<file path="src/rtl/mapper_pkg.sv">
// Package: shared constants and the stored mapper state type.
// Assumes a 2 KiB page granularity on the video side.
package mapper_pkg;
    localparam int PAGE_BITS  = 11;   // address bits inside one page
    localparam int VID_AW     = 14;   // video address width
    localparam int BANK_FIELD = 4;    // stored bank number width

    typedef struct packed {
        logic                  mirror_h;  // 1 = horizontal mirroring
        logic [BANK_FIELD-1:0] bank;      // window page number
    } map_state_t;
endpackage

</file>
<file path="src/rtl/bank_register.sv">
// Module: bank_register
// Holds the bank number and mirroring bit. Loads on a qualified CPU write
// at the closing clock edge; clears on synchronous active-low reset.
// Assumes cpu_rw=0 marks a write and cpu_strobe marks a valid cycle.
module bank_register
    import mapper_pkg::*;
(
    input  logic        clk,
    input  logic        rst_n,
    input  logic        cpu_strobe,
    input  logic        cpu_rw,
    input  logic        cpu_a15,
    input  logic [7:0]  cpu_data,
    output map_state_t  state_q
);
    logic load;

    // Qualify a register write: valid cycle, write, upper CPU half
    always_comb begin
        load = cpu_strobe && !cpu_rw && cpu_a15;
    end

    // State register with synchronous clear
    always_ff @(posedge clk) begin
        if (!rst_n) begin
            state_q <= '0;
        end else if (load) begin
            state_q.bank     <= cpu_data[BANK_FIELD-1:0];
            state_q.mirror_h <= cpu_data[4];
        end
    end

    assert_load_R3: assert property (@(posedge clk) disable iff (!rst_n)
        load |=> (state_q.bank == $past(cpu_data[3:0]) &&
                  state_q.mirror_h == $past(cpu_data[4])));

    assert_hold_R4: assert property (@(posedge clk) disable iff (!rst_n)
        !load |=> $stable(state_q));

    assert_clear_R5: assert property (@(posedge clk) disable iff (!rst_n)
        $rose(rst_n) |-> (state_q == '0));
endmodule

</file>
<file path="src/rtl/window_mux.sv">
// Module: window_mux
// Builds the pattern memory address. The top 2 KiB of the 8 KiB space
// (bits 12 and 11 both set) take the stored bank; the rest map to pages 0..2.
// Assumes BANK_W >= 2 so the fixed pages fit.
module window_mux
    import mapper_pkg::*;
#(
    parameter int BANK_W = 3
) (
    input  logic [VID_AW-1:0]          vid_addr,
    input  logic [BANK_FIELD-1:0]      bank,
    output logic [BANK_W+PAGE_BITS-1:0] mem_addr
);
    logic              in_window;
    logic [BANK_W-1:0] fixed_hi;
    logic [BANK_W-1:0] switch_hi;
    logic [BANK_W-1:0] page_hi;

    // Window decode and page selection
    always_comb begin
        in_window    = vid_addr[12] & vid_addr[11];
        fixed_hi     = '0;
        fixed_hi[1:0] = vid_addr[12:11];
        switch_hi    = BANK_W'(bank);   // truncation gives modulo wrap
        page_hi      = in_window ? switch_hi : fixed_hi;
        mem_addr     = {page_hi, vid_addr[PAGE_BITS-1:0]};
    end

    // Fixed region never reaches beyond the third page
    always_comb begin
        if (!in_window) begin
            assert_fixed_page_R1: assert (mem_addr[BANK_W+PAGE_BITS-1:PAGE_BITS] < 3);
        end
    end
endmodule

</file>
<file path="src/rtl/mirror_select.sv">
// Module: mirror_select
// Chooses the nametable page bit: video bit 10 (vertical) or bit 11
// (horizontal). Assumes a single 2:1 choice is all that is needed.
module mirror_select
    import mapper_pkg::*;
(
    input  logic [VID_AW-1:0] vid_addr,
    input  logic              mirror_h,
    output logic              ntram_a10
);
    // 2:1 selection of the page bit
    always_comb begin
        ntram_a10 = mirror_h ? vid_addr[11] : vid_addr[10];
    end
endmodule

</file>
<file path="src/rtl/latched_bank_mapper.sv">
// Module: latched_bank_mapper
// Top level: bank register, window address mux, mirroring select and the
// memory output enable. NUM_BANKS must be a power of two, 4..16.
module latched_bank_mapper
    import mapper_pkg::*;
#(
    parameter int NUM_BANKS = 8,
    localparam int BANK_W   = $clog2(NUM_BANKS),
    localparam int MEM_AW   = BANK_W + PAGE_BITS
) (
    input  logic              clk,
    input  logic              rst_n,
    input  logic [15:0]       cpu_addr,
    input  logic [7:0]        cpu_data,
    input  logic              cpu_rw,
    input  logic              cpu_strobe,
    input  logic [13:0]       vid_addr,
    output logic [MEM_AW-1:0] mem_addr,
    output logic              mem_oe_n,
    output logic              ntram_a10
);
    map_state_t state_q;

    bank_register u_reg (
        .clk        (clk),
        .rst_n      (rst_n),
        .cpu_strobe (cpu_strobe),
        .cpu_rw     (cpu_rw),
        .cpu_a15    (cpu_addr[15]),
        .cpu_data   (cpu_data),
        .state_q    (state_q)
    );

    window_mux #(.BANK_W(BANK_W)) u_win (
        .vid_addr (vid_addr),
        .bank     (state_q.bank),
        .mem_addr (mem_addr)
    );

    mirror_select u_mir (
        .vid_addr  (vid_addr),
        .mirror_h  (state_q.mirror_h),
        .ntram_a10 (ntram_a10)
    );

    // Memory drives the bus only on reads, so register writes cannot clash
    always_comb begin
        mem_oe_n = ~cpu_rw;
    end

    // During any write cycle the memory must be off the bus
    always_comb begin
        if (cpu_strobe && !cpu_rw) begin
            assert_oe_off_on_write_R6: assert (mem_oe_n);
        end
    end

    // Page bit follows the selected video address bit for the stored mode
    assert_mirror_R7: assert property (@(posedge clk) disable iff (!rst_n)
        (vid_addr[10] != vid_addr[11]) |->
            (ntram_a10 == (state_q.mirror_h ? vid_addr[11] : vid_addr[10])));
endmodule

</file>
<file path="config.mk">
export PLATFORM = sky130hd
export DESIGN_NAME = latched_bank_mapper
export DESIGN_NICKNAME = d
export VERILOG_FILES = /design/src/rtl/mapper_pkg.sv /design/src/rtl/bank_register.sv /design/src/rtl/window_mux.sv /design/src/rtl/mirror_select.sv /design/src/rtl/latched_bank_mapper.sv
export SDC_FILE = /design/constraint.sdc
export NUM_CORES = 1
export LEC_CHECK = 0
export BUFFER_PORTS_ARGS = -buffer_cell sky130_fd_sc_hd__buf_2
export CORE_AREA = 2 2 39 41
export DETAILED_ROUTE_END_ITERATION = 7
export DIE_AREA = 0 0 41 43
export PLACE_DENSITY = 0.78
export SLEW_MARGIN = 40
export SYNTH_ARGS = -nofsm -noshare
export SYNTH_HDL_FRONTEND = slang
export SYNTH_SLANG_ARGS = --single-unit
</file>
<file path="constraint.sdc">
create_clock -name clk -period 1.6 [get_ports clk]
set_input_delay 0.16 -clock clk [delete_from_list [all_inputs] [get_ports clk]]
set_output_delay 0.16 -clock clk [all_outputs]
set_load 0.01 [all_outputs]
</file>
==> results of run 1 <==
==> stage by stage <==
step                      std cells  area, µm²  power [µW]  hold WS, ns
after floorplan                  37        300         156        0.302
after global placement           57        308         148        0.320
after detailed placement         57        308         150        0.320
after CTS                        60        330         284        0.166
after global routing             60        330         292        0.182
final                            60        330         277        0.170
==> layer usage <==
| metal | GRT usage [%] | vias to the layer above |
|---|---|---|
| met5 | 0 | - |
| met4 | 12.7 | 0 |
| met3 | 1.57 | 3 |
| met2 | 11.6 | 17 |
| met1 | 4.18 | 109 |
| li1 | - | 119 |
==> layout make-up <==
class	instances	share of cell area [%]
multi-input combinational	17	33.7
clock buffer	3	6.82
timing repair buffer	17	25.8
tap	16	6.06
inverter	3	3.41
sequential	4	24.2
==> final timing paths <==
path	startpoint	to	slack, ns	depth (start not counted)
worst max-delay path	u_reg.state_q[4]$_SDFFE_PN0P_	ntram_a10	0.41	2
worst min-delay path	cpu_data[1]	u_reg.state_q[1]$_SDFFE_PN0P_	0.17	3
worst max register to register	u_reg.state_q[0]$_SDFFE_PN0P_	u_reg.state_q[0]$_SDFFE_PN0P_	1.03	2
worst min register to register	u_reg.state_q[1]$_SDFFE_PN0P_	u_reg.state_q[1]$_SDFFE_PN0P_	0.46	2
==> where the power goes <==
group	leakage [µW]	internal, µW	switching, µW
sequential	0.0000325	104	1.78
combinational	0.000123	22.4	19.2
clock	0.0000138	84.2	45.8
==> critical path: stages (launching register included) <==
cell and delay (ns):
sky130_fd_sc_hd__dfxtp_1 0.33, sky130_fd_sc_hd__mux2_1 0.31, sky130_fd_sc_hd__buf_2 0.14
==> cell families (layout without fill, tap and decap cells) <==
logic type | after synthesis | in the layout | synth area share [%]
AO/OA/AOI/OAI | 2 | 2 | 5.00
buffers and inverters | 16 | 23 | 36.2
flip-flops | 4 | 4 | 26.7
multiplexers | 5 | 5 | 17.1
AND/OR/NAND/NOR | 10 | 10 | 15.0
==> cell usage in the layout, fill, tap and decap left out, drive strengths merged <==
cell,Yosys,final
buf,13,17
nand2,8,8
mux2i,4,4
dfxtp,4,4
inv,3,3
clkbuf,0,3
a21boi,2,2
and3,1,1
and3b,1,1
mux2,1,1
==> results.toml, run 1 <==
[route]
drt_total_wl_um = 536
drt-wirelength-per-cell_um = 8.93
route.detailed.drc = 0
detail_route.first_pass.iterations = 1
route.top_layer_used = "met4"
drt_iter0_drc = 0
met2_routed_wl_um = 285
detail-route-antenna-nets = 0
via_count_of_the_routed_design = 248
dr_wl_met3_um = 63
vias_per_std_cell = 4.13
met1_length_um = 159

[timing]
clock.fmax_mhz = 843
period_share_pct = 74.1
worst_slack_ns = 0.414
slew_viol_final = 0
count_of_endpoints_failing_setup_in_the_final_report = 0
fin_setup_tns_ns = 0
finalWorstPathRequiredPeriod_ns = 1.19
timing_worst_slew_pin_value_ns = 0.252
timing.clock.skew_ns = 0
timing_hold_violations_final = 0
rsz_0062_raised_after_global_routing = "no"
max_transition_margin_pct = 83.2

[cts]
insertion_delay_ns = 0.24
clock_tree.buffer_depth = 2
cts.repair.resized = 0
cts_hold_repair.buffers = 0
cts_post_setup_buffers_inserted = 0
number_of_buffers_created_by_cts = 3
clock_sinks = 4
clk_pin_slew_ns = 0.04
clock_tree_from_tritoncts = "done"
cts_max_level = 1
clock-root-buffer = "sky130_fd_sc_hd__clkbuf_4"

[floorplan]
chipWidth_um = 41
design.core.area_um2 = 1380
floorplan.die_area_um2 = 1760
die_h_um = 43
initial_core_util_pct = 21.7
io-pin-count = 58
fp-row-count = 14

[logic_synthesis]
synth_async_sr_flop_share_pct = 0
synthDominantCellAreaShare_pct = 27.5
ys_warn_count = 0
syn_area_per_cell_um2 = 8.12
synthTopCellsByArea = "sky130_fd_sc_hd__buf_4 (27%), sky130_fd_sc_hd__dfxtp_1 (27%), sky130_fd_sc_hd__mux2i_1 (13%)"
sequential_cell_area_fraction_in_the_yosys_report_pct = 26.7
postSynthNetCount = 79
edff_count_synth = 0
synth_most_common_cell = "sky130_fd_sc_hd__buf_4"
syn_area_um2 = 300
ys_ff_latch = 4
netlist_top_cells_count = "sky130_fd_sc_hd__buf_4 (11), sky130_fd_sc_hd__nand2_1 (8), sky130_fd_sc_hd__dfxtp_1 (4), sky130_fd_sc_hd__mux2i_1 (4), sky130_fd_sc_hd__inv_1 (3)"
yosysTopAreaCell = "sky130_fd_sc_hd__buf_4"
yosysUniqueCellTypes = 11
top_reg_cell_synth = "sky130_fd_sc_hd__dfxtp_1"
postSynthCellCount = 37

[cells_and_area]
diodes = 0
largest_register_ffs = 4
fin_nets = 88
top_reg_by_flops = "u_reg.state_q"
multi_input_area_um2 = 111
sequential_cell_area_um2 = 80.1
fill_cells = 157
layout_area_growth_over_synthesis_pct = 10.0
postLayoutCoreUtil_pct = 23.9
reg_top3 = "u_reg.state_q x4"
ratio_of_cells_with_drive_above_1_in_the_final_layout_pct = 45.5

[grt]
grt_pass1_vias = 219
grtUsageTotal_pct = 7.23
antenna_found_initial = 0
grt_first_pass_wirelength_um = 738
grt_max_degree = 9
grt-ovfl-total = 0

[place]
gp_congestion = 0.599
pre_cts_slack_ns = 0.659
buffer_ports.inserted = 17

[critical_path]
cp_max_fo = 2
criticalPathCategory = "reg -> out"
critPathLaunchType = "flip-flop"
timing.critical_path.arrival_ns = 1.03
critical_path_required_ns = 1.44
critPathCaptureType = "output port"

[pwr]
peakVddDrop_mv = 0.155
power.density_nw_per_um2 = 839
leakage_uw = 0.000170

[run]
maxCapViolations = 0

[status]
status = "finished, final reports clean"

[hold_path]
hold_path_class = "in -> reg"
Note: power is estimated with default switching activity, not from simulation.
==> run 2: changes to the inputs <==
--- a/config.mk
+++ b/config.mk
@@ -6,10 +6,10 @@
 export NUM_CORES = 1
 export LEC_CHECK = 0
 export BUFFER_PORTS_ARGS = -buffer_cell sky130_fd_sc_hd__buf_2
-export CORE_AREA = 2 2 39 41
+export CORE_MARGIN = 2
+export CORE_UTILIZATION = 21
 export DETAILED_ROUTE_END_ITERATION = 7
-export DIE_AREA = 0 0 41 43
-export PLACE_DENSITY = 0.78
+export PLACE_DENSITY = 0.76
 export SLEW_MARGIN = 40
 export SYNTH_ARGS = -nofsm -noshare
 export SYNTH_HDL_FRONTEND = slang
==> constraint.sdc (replaced) <==
create_clock -name clk -period 1 [get_ports clk]
set_input_delay 0.1 -clock clk [delete_from_list [all_inputs] [get_ports clk]]
set_output_delay 0.1 -clock clk [all_outputs]
set_load 0.01 [all_outputs]
==> results.toml, run 2 (same netlist as run 1, synthesis figures left out) <==
[floorplan]
die_h_um = 41.8
initial_core_util_pct = 22.8
chipWidth_um = 41.8
io-pin-count = 58
floorplan.die_area_um2 = 1750
fp-row-count = 13
design.core.area_um2 = 1320

[route]
vias_per_std_cell = 3.98
met2_routed_wl_um = 223
drt_iter0_drc = 1
drt-wirelength-per-cell_um = 9.18
drt_total_wl_um = 569
via_count_of_the_routed_design = 247
met1_length_um = 264
dr_wl_met3_um = 80
detail_route.first_pass.iterations = 2
detail-route-antenna-nets = 0
route.top_layer_used = "met3"
route.detailed.drc = 0

[place]
dpl-instance-area_um2 = 307
gp_congestion = 0.631
buffer_ports.inserted = 17

[timing]
max_transition_margin_pct = 84.2
timing.clock.skew_ns = 0
timing_hold_violations_final = 0
fin_setup_tns_ns = -0.0791
slew_viol_final = 0
finalWorstPathRequiredPeriod_ns = 1.08
clock.fmax_mhz = 927
period_share_pct = 108
rsz_0062_raised_after_global_routing = "yes"
worst_slack_ns = -0.0791
count_of_endpoints_failing_setup_in_the_final_report = 1
timing_worst_slew_pin_value_ns = 0.237

[critical_path]
worstPathCellList = "mux2_4 -> buf_6"
cp_slowest_stage_delay_ns = 0.33
critical_path_required_ns = 0.90
timing.critical_path.arrival_ns = 0.98
cpMaxStageDelayCell = "sky130_fd_sc_hd__dfxtp_2"
criticalPathCategory = "reg -> out"
critPathLaunchType = "flip-flop"
critPathCaptureType = "output port"
worstPathBufferInverterCount = 1
cpLargestDelayFamily = "flip-flops"
cp_max_fo = 2

[cts]
clock_tree.buffer_depth = 2
number_of_buffers_created_by_cts = 3
insertion_delay_ns = 0.23
clk_pin_slew_ns = 0.04
clock-root-buffer = "sky130_fd_sc_hd__clkbuf_4"
cts_max_level = 1
clock_sinks = 4
clock_tree_from_tritoncts = "done"

[grt]
grt_first_pass_wirelength_um = 938
grt_pass1_vias = 217
grtUsageTotal_pct = 7.77
grt_max_degree = 9
antenna_found_initial = 0
grt-ovfl-total = 0

[status]
violations = "setup timing"
status = "finished with violations"

[cells_and_area]
top_reg_by_flops = "u_reg.state_q"
fill_cells = 150
largest_register_ffs = 4
fin_nets = 91
reg_top3 = "u_reg.state_q x4"
layout_area_growth_over_synthesis_pct = 24.2
ratio_of_cells_with_drive_above_1_in_the_final_layout_pct = 66.0
sequential_cell_area_um2 = 83.8
mostFrequentLayoutCells = "sky130_fd_sc_hd__buf_2 (16), sky130_fd_sc_hd__nand2_1 (8), sky130_fd_sc_hd__mux2i_1 (4)"
multi_input_area_um2 = 123
layout.cells.most_common = "sky130_fd_sc_hd__buf_2"
diodes = 0
post-route-cell-area_um2 = 373

[pwr]
leakage_uw = 0.000194
p_clk_share_pct = 44.1
intPower_uw = 349
total_power_uw = 451
p_seq_share_pct = 37.9
power.density_nw_per_um2 = 1210
combPwrFrac_pct = 18.1
p_switching_uw = 103
switching_share_pct = 22.7
peakVddDrop_mv = 0.720

[hold_path]
hold_path_class = "in -> reg"

[run]
maxCapViolations = 0
run 2: worst paths after layout:
check / start / endpoint / slack [ns] / cells after the start
max: u_reg.state_q[4]$_SDFFE_PN0P_ / ntram_a10 / -0.08 / 2
min: cpu_data[0] / u_reg.state_q[0]$_SDFFE_PN0P_ / 0.11 / 3
max reg2reg: u_reg.state_q[0]$_SDFFE_PN0P_ / u_reg.state_q[0]$_SDFFE_PN0P_ / 0.33 / 3
min reg2reg: u_reg.state_q[2]$_SDFFE_PN0P_ / u_reg.state_q[2]$_SDFFE_PN0P_ / 0.46 / 2
run 2: per-stage QoR:
stage	worst slack, ns	instances	hold slack (ns)	util, %
floorplan	0.232	37	0.242	-
CTS	-0.0927	60	0.0971	26.4
global route	-0.116	62	0.0949	28.3
detailed placement	0.115	56	0.200	23.3
finish	-0.0791	62	0.107	28.3
global placement	0.123	56	0.200	23.3
run 2: final cells by class:
class                      instances  area share, %
clock buffer                       3           6.04
inverter                           3           3.02
multi-input combinational         17           32.9
sequential                         4           22.5
tap                               15           5.03
timing repair buffer              20           30.5
run 2: per-layer routing:
layer	track usage [%]	vias up
met2	8.13	18
met4	4.52	0
met3	8.70	0
met1	8.83	104
li1	-	125
met5	0	-
run 2: what timing repair did:
item                       in CTS  in global routing
pin swaps                       0                  2
hold buffers                    0                  0
setup buffers                   1                  2
setup endpoints to repair       1                  3
resized for setup               3                  6
run 2: power groups by stage:
stage               clock network [µW]  logic [µW]  registers, µW
floorplan                            0        79.6            171
global placement                     0        65.8            172
detailed placement                   0        67.3            172
CTS                                211        75.9            170
global route                       233        90.2            171
finish                             199        81.5            171
run 2: worst min-delay path: stages:
cell and delay [ns]:
sky130_fd_sc_hd__buf_2 0.09, sky130_fd_sc_hd__nand2_1 0.05, sky130_fd_sc_hd__mux2i_1 0.05
==> run 3: changes to the inputs <==
--- a/config.mk
+++ b/config.mk
@@ -10,6 +10,7 @@
 export CORE_UTILIZATION = 21
 export DETAILED_ROUTE_END_ITERATION = 7
 export PLACE_DENSITY = 0.76
+export SETUP_SLACK_MARGIN = 0.05
 export SLEW_MARGIN = 40
 export SYNTH_ARGS = -nofsm -noshare
 export SYNTH_HDL_FRONTEND = slang
==> results.toml, run 3 (same netlist as run 1, synthesis figures left out) <==
[place]
gp_congestion = 0.631
pre_cts_slack_ns = 0.115
buffer_ports.inserted = 17
dp_cells = 56

[cts]
clock-root-buffer = "sky130_fd_sc_hd__clkbuf_4"
cts_hold_repair.buffers = 0
clock_tree.buffer_depth = 2
number_of_buffers_created_by_cts = 3
clk_pin_slew_ns = 0.04
clock_tree_from_tritoncts = "done"
clock_sinks = 4
cts_max_level = 1
insertion_delay_ns = 0.23

[route]
drt-wirelength-per-cell_um = 9.03
drt_total_wl_um = 569
route.detailed.drc = 0
vias_per_std_cell = 4.03
drt_iter0_drc = 1
via_count_of_the_routed_design = 254
detail_route.first_pass.iterations = 2
detail-route-antenna-nets = 0

[grt]
grt_util_met3_pct = 8.70
met2_usage_pct = 8.13
most_crowded_layer_gr = "met1"
grt-ovfl-total = 0
grt_pass1_vias = 217
grt_first_pass_wirelength_um = 938
grtUsageTotal_pct = 7.77
antenna_found_initial = 0
use_met1_pct = 8.83
grt_max_degree = 9

[timing]
max_transition_margin_pct = 83.9
period_share_pct = 108
finalWorstPathRequiredPeriod_ns = 1.08
slew_viol_final = 0
finalHoldWorstSlack_ns = 0.106
rsz_0062_raised_after_global_routing = "yes"
timing_hold_violations_final = 0
worst_slack_ns = -0.0758
count_of_endpoints_failing_setup_in_the_final_report = 1
timing.clock.skew_ns = 0
clock.fmax_mhz = 930
timing_worst_slew_pin_value_ns = 0.241

[critical_path]
timing.critical_path.arrival_ns = 0.98
worstPathCellList = "mux2_4 -> buf_6"
critPathLaunchType = "flip-flop"
cp_slowest_stage_delay_ns = 0.32
criticalPathCategory = "reg -> out"
cp_max_fo = 2
critPathCaptureType = "output port"
cpMaxStageDelayCell = "sky130_fd_sc_hd__dfxtp_2"
critical_path_required_ns = 0.90

[floorplan]
io-pin-count = 58
die_h_um = 41.8
floorplan.die_area_um2 = 1750
design.core.area_um2 = 1320
initial_core_util_pct = 22.8
chipWidth_um = 41.8
fp-row-count = 13

[pwr]
total_power_uw = 452
p_switching_uw = 101
peakVddDrop_mv = 0.793
p_seq_share_pct = 37.9
switching_share_pct = 22.4
leakage_uw = 0.000198
power.density_nw_per_um2 = 1150
p_clk_share_pct = 43.4
intPower_uw = 351
combPwrFrac_pct = 18.8

[cells_and_area]
layout.cells.most_common = "sky130_fd_sc_hd__buf_2"
largest_register_ffs = 4
sequential_cell_area_um2 = 85.1
fin_nets = 92
layout_area_growth_over_synthesis_pct = 30.8
top_reg_by_flops = "u_reg.state_q"
mostFrequentLayoutCells = "sky130_fd_sc_hd__buf_2 (15), sky130_fd_sc_hd__nand2_1 (8), sky130_fd_sc_hd__mux2i_1 (4), sky130_fd_sc_hd__buf_4 (4), sky130_fd_sc_hd__dfxtp_2 (4)"
instances_no_fill = 63
postLayoutCoreUtil_pct = 29.8
reg_top3 = "u_reg.state_q x4"
diodes = 0
fill_cells = 144
ratio_of_cells_with_drive_above_1_in_the_final_layout_pct = 70.8
multi_input_area_um2 = 128

[run]
maxCapViolations = 0

[hold_path]
hold_path_class = "in -> reg"

[status]
status = "finished with violations"
violations = "setup timing"
[run 3: cell types whose count changed in the layout (fill, tap and decap cells not counted)]
cell	previous run	this run
sky130_fd_sc_hd__and3_1	1	0
sky130_fd_sc_hd__buf_4	3	4
sky130_fd_sc_hd__dfxtp_1	1	0
sky130_fd_sc_hd__and3_4	0	1
sky130_fd_sc_hd__buf_2	16	15
sky130_fd_sc_hd__buf_6	1	2
sky130_fd_sc_hd__dfxtp_2	3	4
[run 3: per-stage QoR]
| step | area (µm²) | TNS (ns) |
|---|---|---|
| 2_1_floorplan | 300 | 0 |
| 3_3_place_gp | 307 | 0 |
| 3_5_place_dp | 307 | 0 |
| 4_1_cts | 350 | -0.0927 |
| 5_1_grt | 393 | -0.118 |
| 6_report | 393 | -0.0758 |
[run 3: power groups by stage]
| stage | Combinational (µW) | Sequential (µW) | Clock [µW] |
|---|---|---|---|
| 2_1_floorplan | 79.6 | 171 | 0 |
| 3_3_place_gp | 65.8 | 172 | 0 |
| 3_5_place_dp | 67.3 | 172 | 0 |
| 4_1_cts | 76.0 | 170 | 211 |
| 5_1_grt | 93.6 | 171 | 235 |
| 6_report | 84.9 | 171 | 196 |
[run 3: area by class of cell]
type	instances	share of cell area, %
Timing Repair Buffer	21	32.5
Multi-Input combinational cell	17	32.5
Sequential cell	4	21.7
Tap cell	15	4.78
Clock buffer	3	5.73
Inverter	3	2.87
[run 3: path summary, 6_finish.rpt]
path	from	slack, ns	cells past startpoint	endpoint
min	cpu_data[0]	0.11	3	u_reg.state_q[0]$_SDFFE_PN0P_
min reg2reg	u_reg.state_q[2]$_SDFFE_PN0P_	0.57	3	u_reg.state_q[2]$_SDFFE_PN0P_
max reg2reg	u_reg.state_q[1]$_SDFFE_PN0P_	0.33	3	u_reg.state_q[1]$_SDFFE_PN0P_
max	u_reg.state_q[4]$_SDFFE_PN0P_	-0.08	2	ntram_a10
[run 3: worst max-delay path: cells and delay by family, from the launching register on]
kind | cells | cell delay (ns)
buffers and inverters | 1 | 0.12
muxes | 1 | 0.30
DFF | 1 | 0.32
[run 3: what timing repair did]
action                     in CTS  in global routing
gates resized for setup         6                  6
buffers inserted                1                  3
setup endpoints to repair       3                  4
pin swaps                       0                  1
[run 3: routing by layer]
metal | wire, µm | share of wire, %
met5 | 0 | 0
met2 | 218 | 38
met4 | 0 | 0
met3 | 92 | 16
met1 | 258 | 45
